**src/rtl/sbsram_pkg.sv**
```systemverilog
package sbsram_pkg;
   typedef enum logic {
      ORD_LINEAR     = 1'b0,
      ORD_INTERLEAVE = 1'b1
   } burst_order_e;

   localparam int MAX_BURST_W = 4;
endpackage

```
**src/rtl/sbsram_ctrl.sv**
```systemverilog
module sbsram_ctrl
   import sbsram_pkg::*;
#(
   parameter int ADDR_W  = 10,
   parameter int BURST_W = 2
) (
   input  logic              clk,
   input  logic              snooze,
   input  logic              order_sel,
   input  logic [ADDR_W-1:0] addr,
   input  logic              en_main_n,
   input  logic              en_hi,
   input  logic              en_lo_n,
   input  logic              strobe_cpu_n,
   input  logic              strobe_ctl_n,
   input  logic              adv_n,
   output logic [ADDR_W-1:0] eff_addr,
   output logic              access,
   output logic              cpu_load
);
   localparam int HI_W = ADDR_W - BURST_W;

   if (BURST_W < 1 || BURST_W > MAX_BURST_W || BURST_W >= ADDR_W) begin : g_bad_burst
      $error("sbsram_ctrl: BURST_W out of range");
   end

   logic              sel_q;
   logic [ADDR_W-1:0] base_q;
   logic [BURST_W-1:0] cnt_q;

   logic cpu_req, ctl_req, any_strobe, all_en, load, cont, step;
   logic [ADDR_W-1:0]  base_use;
   logic [BURST_W-1:0] cnt_use, off_lin, off_int, off;

   always_comb begin
      cpu_req    = !strobe_cpu_n && !en_main_n;
      ctl_req    = !strobe_ctl_n;
      any_strobe = cpu_req || ctl_req;
      all_en     = !en_main_n && en_hi && !en_lo_n;
      load       = any_strobe && all_en;
      cpu_load   = !snooze && cpu_req && all_en;
      cont       = !any_strobe && sel_q;
      step       = cont && !adv_n;
      access     = !snooze && (load || cont);
      base_use   = load ? addr : base_q;
      if (load)      cnt_use = '0;
      else if (step) cnt_use = cnt_q + 1'b1;
      else           cnt_use = cnt_q;
      off_lin    = base_use[BURST_W-1:0] + cnt_use;
      off_int    = base_use[BURST_W-1:0] ^ cnt_use;
      off        = (burst_order_e'(order_sel) == ORD_INTERLEAVE) ? off_int : off_lin;
      eff_addr   = {base_use[ADDR_W-1 -: HI_W], off};
   end

   always_ff @(posedge clk) begin
      if (snooze) begin
         sel_q  <= 1'b0;
         base_q <= '0;
         cnt_q  <= '0;
      end else if (any_strobe) begin
         sel_q <= all_en;
         if (all_en) begin
            base_q <= addr;
            cnt_q  <= '0;
         end
      end else if (step) begin
         cnt_q <= cnt_q + 1'b1;
      end
   end

   // a blocked processor strobe loads nothing
   a_r2_cpu_blocked: assert property (@(posedge clk) disable iff (snooze)
      (en_main_n && !strobe_cpu_n && strobe_ctl_n) |=> $stable(base_q));

   // advance steps the burst count
   a_r4_adv_step: assert property (@(posedge clk) disable iff (snooze)
      (sel_q && strobe_ctl_n && (strobe_cpu_n || en_main_n) && !adv_n)
      |=> (cnt_q == $past(cnt_q) + 1'b1));

   // a controller strobe with the high enable off deselects
   a_r3_deselect: assert property (@(posedge clk) disable iff (snooze)
      (!strobe_ctl_n && !en_hi) |=> !sel_q);
endmodule

```
**config.mk**
```make
export PLATFORM = sky130hd
export DESIGN_NAME = sbsram_ctrl
export DESIGN_NICKNAME = d
export VERILOG_FILES = /design/src/rtl/sbsram_pkg.sv /design/src/rtl/sbsram_ctrl.sv
export SDC_FILE = /design/constraint.sdc
export NUM_CORES = 1
export LEC_CHECK = 0
export ABC_AREA = 1
export CELL_PAD_IN_SITES_DETAIL_PLACEMENT = 0
export CELL_PAD_IN_SITES_GLOBAL_PLACEMENT = 2
export CORE_UTILIZATION = 19
export DETAILED_ROUTE_END_ITERATION = 8
export PLACE_DENSITY_LB_ADDON = 0.1
export SETUP_SLACK_MARGIN = 0.05
export SYNTH_ARGS = -nofsm -noshare
export SYNTH_HDL_FRONTEND = slang
export SYNTH_SLANG_ARGS = --single-unit
```
**constraint.sdc**
```tcl
create_clock -name clk -period 1.9 [get_ports clk]
set_input_delay 0.38 -clock clk [delete_from_list [all_inputs] [get_ports clk]]
set_output_delay 0.38 -clock clk [all_outputs]
set_load 0.01 [all_outputs]
```
==> results.tsv, run 1 <==
metric	value	unit
run_status	complete, but fails checks	
violations	setup timing	
ys_types	20	
detailed_place_hpwl	1370	um
finalCoreUtilization	0.427	
drive_gt1_frac	0.646	
global_route.usage.met3	0.0375	
grt_setup_unrepaired	true	
p_int	0.572	mW
post_synth_mux_area_share	0	
worst-path-buf-inv	9	
areaGrowthSynthToFinish	114	%
synth.yosys.seq_area_share	0.357	
most-common-layout-cells	30 x buf_4, 13 x dfxtp_1, 12 x inv_2, 12 x clkdlybuf4s50_1, 11 x buf_6	
setup_viol	10	
p_leak	0.718	nW
clk_pin_slew_worst_paths	0.05	ns
wire_length_of_the_first_global_routing_pass	3390	um
critical_path.endpoint_type	output port	
synth_compound_area_frac	0.148	
clock-sinks	13	
syn-mean-instance-area	7.43	um^2
hold_path_startpoint	base_q[1]	
commonest_non_fill_non_tap_cell_in_the_layout	buf_4	
placed_cells_incl_taps	193	
setup.worst_path.start_class	input pin	
synth_top_family_by_area	simple AND/OR/NAND/NOR gates	
mapped_area	728	um^2
buffer_ports.inserted	30	
place.gp.congestion	0.722	
root_buffer_selected_by_cts	clkbuf_8	
worst-slew-pin-transition	0.207	ns
grt_pass1_vias	799	
avgViaCountPerCell	3.92	
worst_ir_drop_vdd	0.000331	V
grtUsageTotal	0.107	
cellPowerDensity	494	nW/um^2
achievable-frequency	448	MHz
synth_xor_xnor_area_share	0	
grt_util_met2	0.181	
path_max_fanout	3	
ctsHtreeMaxLevel	1	
die_w	63.9	um
initial_antenna_violation_count	0	
final_cells	212	
clock_tree.buffer_depth	2	
slew_headroom	0.861	
min_period_over_period	1.18	
finish.net_count	185	
synth-seq-cells	13	
cts_tree	built	
routed-via-count	830	
report.final.slew_viol_count	0	
coreArea	3660	um^2
critical_path_origin	en_main_n	
comb_power_share	0.313	
post-route-min-period	2.23	ns
fp.dieH	63.9	um
p_sw_frac	0.259	
route.detailed.drc	0	
drt_wl_total	2030	um
reg2reg_from	base_q[4]	
cp_max_delay_cell	ha_4	
grt_max_degree	11	
wire_per_inst	9.58	um
gr-usage-met1	0.126	
synth.net_count	118	
drtPass1Iterations	4	
pin_count	31	
number_of_warnings_issued_by_yosys	0	
power_frac_clock	0.318	
finalWorstSetupSlack	-0.333	ns
arrival	1.85	ns
grt.busiest_layer	met2	
clk_latency	0.24	ns
timing.critical_path.cells	buf_6 > buf_6 > inv_12 > nand2_4 > nor2_4 > nand2_4 > buf_6 > o21ai_4 > inv_2 > ha_4 > inv_2 > nor2_4 > inv_2 > nand3_2 > nand2_2 > inv_2 > nand2_2 > nand2_2 > buf_6	
cts.hold.buffers_added	0	
crit_type	in2out	
critical_path.max_stage_delay	0.15	ns
final_hold_viol_count	0	
grt_remaining_overflow	0	
hold_path.class	reg2reg	
drt.antenna.violating_nets	0	
cpLargestDelayFamily	buffers and inverters	
fin_skew	0.00533	ns
power.switching	0.199	mW
antennaDiodeCount	0	
maxCapViolations	0	
power.share.sequential	0.369	
detailedRoute.firstIterationViolations	18	
rows	22	
floorplan.initialDensity	0.199	
post_synth_fa_ha_maj_area_fraction	0.0172	
timing.critical_path.required	1.52	ns
cts_made_buffers	3	
synth-simple-area-share	0.340	
postSynthCellCount	98	
die-area	4080	um^2
registers in the layout (all words and copies together) (netlist names):
signal	flops
base_q	10
cnt_q	2
sel_q	1
power groups by stage:
stage / Sequential [mW] / Clock, mW / Combinational (mW)
after CTS: 0.284 / 0.255 / 0.223
after floorplan: 0.289 / 0 / 0.0743
final: 0.285 / 0.245 / 0.242
after detailed placement: 0.290 / 0 / 0.191
after global placement: 0.290 / 0 / 0.190
after global routing: 0.285 / 0.265 / 0.262
kinds of logic (layout without fill, tap and decap cells):
group / Yosys count / after routing
buf+inv: 24 / 90
simple gates: 46 / 46
flops: 13 / 13
fa+ha+maj: 1 / 1
compound gates: 14 / 14
metal layers:
layer	routed length, um	vias up
li1	-	432
met1	902	378
met2	1010	18
met3	105	2
met4	14	0
met5	0	-
through the flow:
step	power (mW)	TNS, ns	hold slack [ns]	setup WS (ns)	instance area (um^2)
3_5_place_dp	0.481	-9.49	0.483	-1.18	1260
4_1_cts	0.762	-0.643	0.489	-0.376	1470
6_report	0.772	-0.720	0.490	-0.333	1560
3_3_place_gp	0.480	-9.14	0.477	-1.18	1260
2_1_floorplan	0.364	-0.0224	0.447	-0.0224	771
5_1_grt	0.813	-1.43	0.532	-0.449	1560
final timing paths:
check,to,slack [ns],cells after the start
worst min register to register,base_q[1],0.49,2
worst max register to register,base_q[4],0.80,7
worst min-delay path,base_q[1],0.49,2
worst max-delay path,eff_addr[1],-0.33,19
what timing repair did:
item | CTS | global route
gates resized for setup | 78 | 21
gates cloned | 0 | 0
buffers inserted | 11 | 4
pin swaps | 15 | 11
setup endpoints to repair | 12 | 12
layout make-up:
type | count | area, um^2
Inverter | 21 | 93.8
Timing Repair Buffer | 65 | 589
Tap cell | 48 | 60.1
Sequential cell | 13 | 260
Clock buffer | 4 | 45.0
Multi-Input combinational cell | 61 | 513
Fill cell | 380 | 2100
Yosys cell counts:
cell type	n	area share
a21oi_1	3	0.021
buf_6	1	0.015
clkbuf_1	2	0.010
dfxtp_1	13	0.36
ha_1	1	0.017
inv_1	11	0.057
inv_2	9	0.046
inv_4	1	0.0086
nand2_1	10	0.052
nand2_2	1	0.0086
nand2_4	1	0.015
nand3_1	7	0.048
nor2_1	6	0.031
nor2_2	9	0.077
nor2_4	1	0.015
nor3_1	1	0.0069
nor4_1	1	0.0086
o21ai_1	1	0.0069
o21ai_2	10	0.12
or2_1	9	0.077
worst reg2reg max path, cell delays in order, from the launching register on:
cell	delay, ns
dfxtp_1	0.30
or2_1	0.23
o21ai_2	0.07
buf_4	0.12
buf_4	0.09
buf_4	0.08
buf_4	0.09
nor2_1	0.03
No activity file was read; power rests on OpenSTA's default activity.
==> run 2: changes to the inputs <==
MAX_ROUTING_LAYER = met4   (was unset)
==> run 2 against run 1 <==
The run still ends with setup timing left. Largest power group unchanged. Clock-buffer cell count unchanged. Highest routed layer is now met3. Wire length increased by 0.15%. Clock skew about the same. Die area did not move. Via count down 0.36%. Sequential share of layout area unchanged. Utilization unchanged. Final cell count unchanged. Sequential cell count unchanged. Total power about the same.
==> results.tsv, run 2 (synthesized netlist as in run 1, its figures left out) <==
metric	value	unit	change
run_status	complete, but fails checks		unchanged
violations	setup timing		unchanged
final_cell_area	1560	um^2	unchanged
critical_path.max_stage_delay	0.15	ns	about the same
critical_path_origin	en_main_n		unchanged
setup.worst_path.start_class	input pin		unchanged
timing.critical_path.cells	buf_6 > buf_6 > inv_12 > nand2_4 > nor2_4 > nand2_4 > buf_6 > o21ai_4 > inv_2 > ha_4 > inv_2 > nor2_4 > inv_2 > nand3_2 > nand2_2 > inv_2 > nand2_2 > nand2_2 > buf_6		unchanged
areaGrowthSynthToFinish	114	%	unchanged
place.gp.congestion	0.730		was 0.722
floorplan.initialDensity	0.199		unchanged
cts_tree	built		unchanged
avgViaCountPerCell	3.90		was 3.92
top_register	base_q		unchanged
initial_antenna_violation_count	0		unchanged
setup_viol	10		unchanged
grt.busiest_layer	met2		unchanged
hold_path_startpoint	base_q[1]		unchanged
drt_wl_total	2030	um	about the same
slew_headroom	0.861		unchanged
most-common-layout-cells	30 x buf_4, 13 x dfxtp_1, 12 x inv_2, 12 x clkdlybuf4s50_1, 11 x buf_6		unchanged
clk_latency	0.24	ns	about the same
route.detailed.drc	0		unchanged
timing.critical_path.required	1.52	ns	about the same
grt_remaining_overflow	0		unchanged
gr-usage-met1	0.128		was 0.126
worst-path-buf-inv	9		unchanged
rows	22		unchanged
drive_gt1_frac	0.646		unchanged
clk_pin_slew_worst_paths	0.05	ns	about the same
hold_path.class	reg2reg		unchanged
post-route-min-period	2.24	ns	was 2.23 ns
worst-slew-pin-transition	0.207	ns	unchanged
path_max_fanout	3		unchanged
crit_type	in2out		unchanged
root_buffer_selected_by_cts	clkbuf_8		unchanged
cp_max_delay_cell	ha_4		unchanged
min_period_over_period	1.18		about the same
max_reg_flops	10		unchanged
cpLargestDelayFamily	buffers and inverters		unchanged
final_hold_viol_count	0		unchanged
grt_setup_unrepaired	true		unchanged
finalWorstSetupSlack	-0.335	ns	was -0.333 ns
detailed_place_hpwl	1370	um	unchanged
hold_ws	0.490	ns	about the same
grt_util_met2	0.181		unchanged
commonest_non_fill_non_tap_cell_in_the_layout	buf_4		unchanged
cellPowerDensity	494	nW/um^2	about the same
p_leak	0.718	nW	unchanged
wire_length_of_the_first_global_routing_pass	3390	um	unchanged
grt_pass1_vias	798		was 799
clock_tree.buffer_depth	2		unchanged
critical_path.endpoint_type	output port		unchanged
finish.net_count	185		unchanged
reg2reg_from	base_q[4]		unchanged
report.final.slew_viol_count	0		unchanged
maxCapViolations	0		unchanged
fp.dieH	63.9	um	unchanged
drtPass1Iterations	4		unchanged
grt_max_degree	11		unchanged
post_dp_cell_area	1260	um^2	unchanged
detailedRoute.firstIterationViolations	20		was 18
worst_ir_drop_vdd	0.000330	V	was 0.000331 V
cts_made_buffers	3		unchanged
pre_cts_ws	-1.18	ns	unchanged
routed-via-count	827		was 830
die_w	63.9	um	unchanged
die-area	4080	um^2	unchanged
antennaDiodeCount	0		unchanged
achievable-frequency	447	MHz	was 448 MHz
cts.hold.buffers_added	0		unchanged
clock-sinks	13		unchanged
grtUsageTotal	0.110		was 0.107
final_cells	212		unchanged
fin_skew	0.00560	ns	was 0.00533 ns
global_route.usage.met3	0.0339		was 0.0375
pin_count	31		unchanged
largest_registers	base_q x10, cnt_q x2, sel_q x1		unchanged
coreArea	3660	um^2	unchanged
arrival	1.86	ns	was 1.85 ns
placed_cells_incl_taps	193		unchanged
buffer_ports.inserted	30		unchanged
ctsHtreeMaxLevel	1		unchanged
wire_per_inst	9.59	um	was 9.58 um
drt.antenna.violating_nets	0		unchanged
## run 2: cell counts in the layout (fill, tap and decap cells not counted)
No cell type changed its count.
## run 2: cell type report
cell class / instances / area (um^2)
tap: 48 / 60.1
sequential: 13 / 260
multi-input combinational: 61 / 513
clock buffer: 4 / 45.0
inverter: 21 / 93.8
timing repair buffer: 65 / 589
fill: 380 / 2100
## run 2: stage by stage
step / utilization / total power [mW] / TNS, ns
5_1_grt: 0.427 / 0.813 / -1.43
2_1_floorplan: - / 0.364 / -0.0224
6_report: 0.427 / 0.771 / -0.728
3_3_place_gp: 0.345 / 0.480 / -9.14
4_1_cts: 0.402 / 0.762 / -0.643
3_5_place_dp: 0.345 / 0.481 / -9.49
## run 2: worst reg2reg max path: stages (launching register included)
cell	delay (ns)
dfxtp_1	0.30
or2_1	0.23
o21ai_2	0.07
buf_4	0.12
buf_4	0.09
buf_4	0.08
buf_4	0.09
nor2_1	0.03
## run 2: path summary, 6_finish.rpt
path	slack, ns	endpoint	cells after the start
max reg2reg	0.80	base_q[4]	7
max	-0.34	eff_addr[1]	19
min	0.49	base_q[1]	2
min reg2reg	0.49	base_q[1]	2
## run 2: where the power goes
part	internal (mW)	switching [mW]	total, mW
combinational	0.142	0.0995	0.242
sequential	0.282	0.00265	0.285
clock	0.148	0.0969	0.245
## run 2: per-layer routing
metal | share of wire | wire length [um]
met4 | 0 | 0
met2 | 0.50 | 1020
met3 | 0.044 | 89
met1 | 0.45 | 922
met5 | 0 | 0
## run 2: what timing repair did
action / 4_1_cts / 5_1_grt
endpoints found under the setup margin: 12 / 12
setup buffers: 11 / 4
gates resized for setup: 78 / 21
pin swaps: 15 / 11
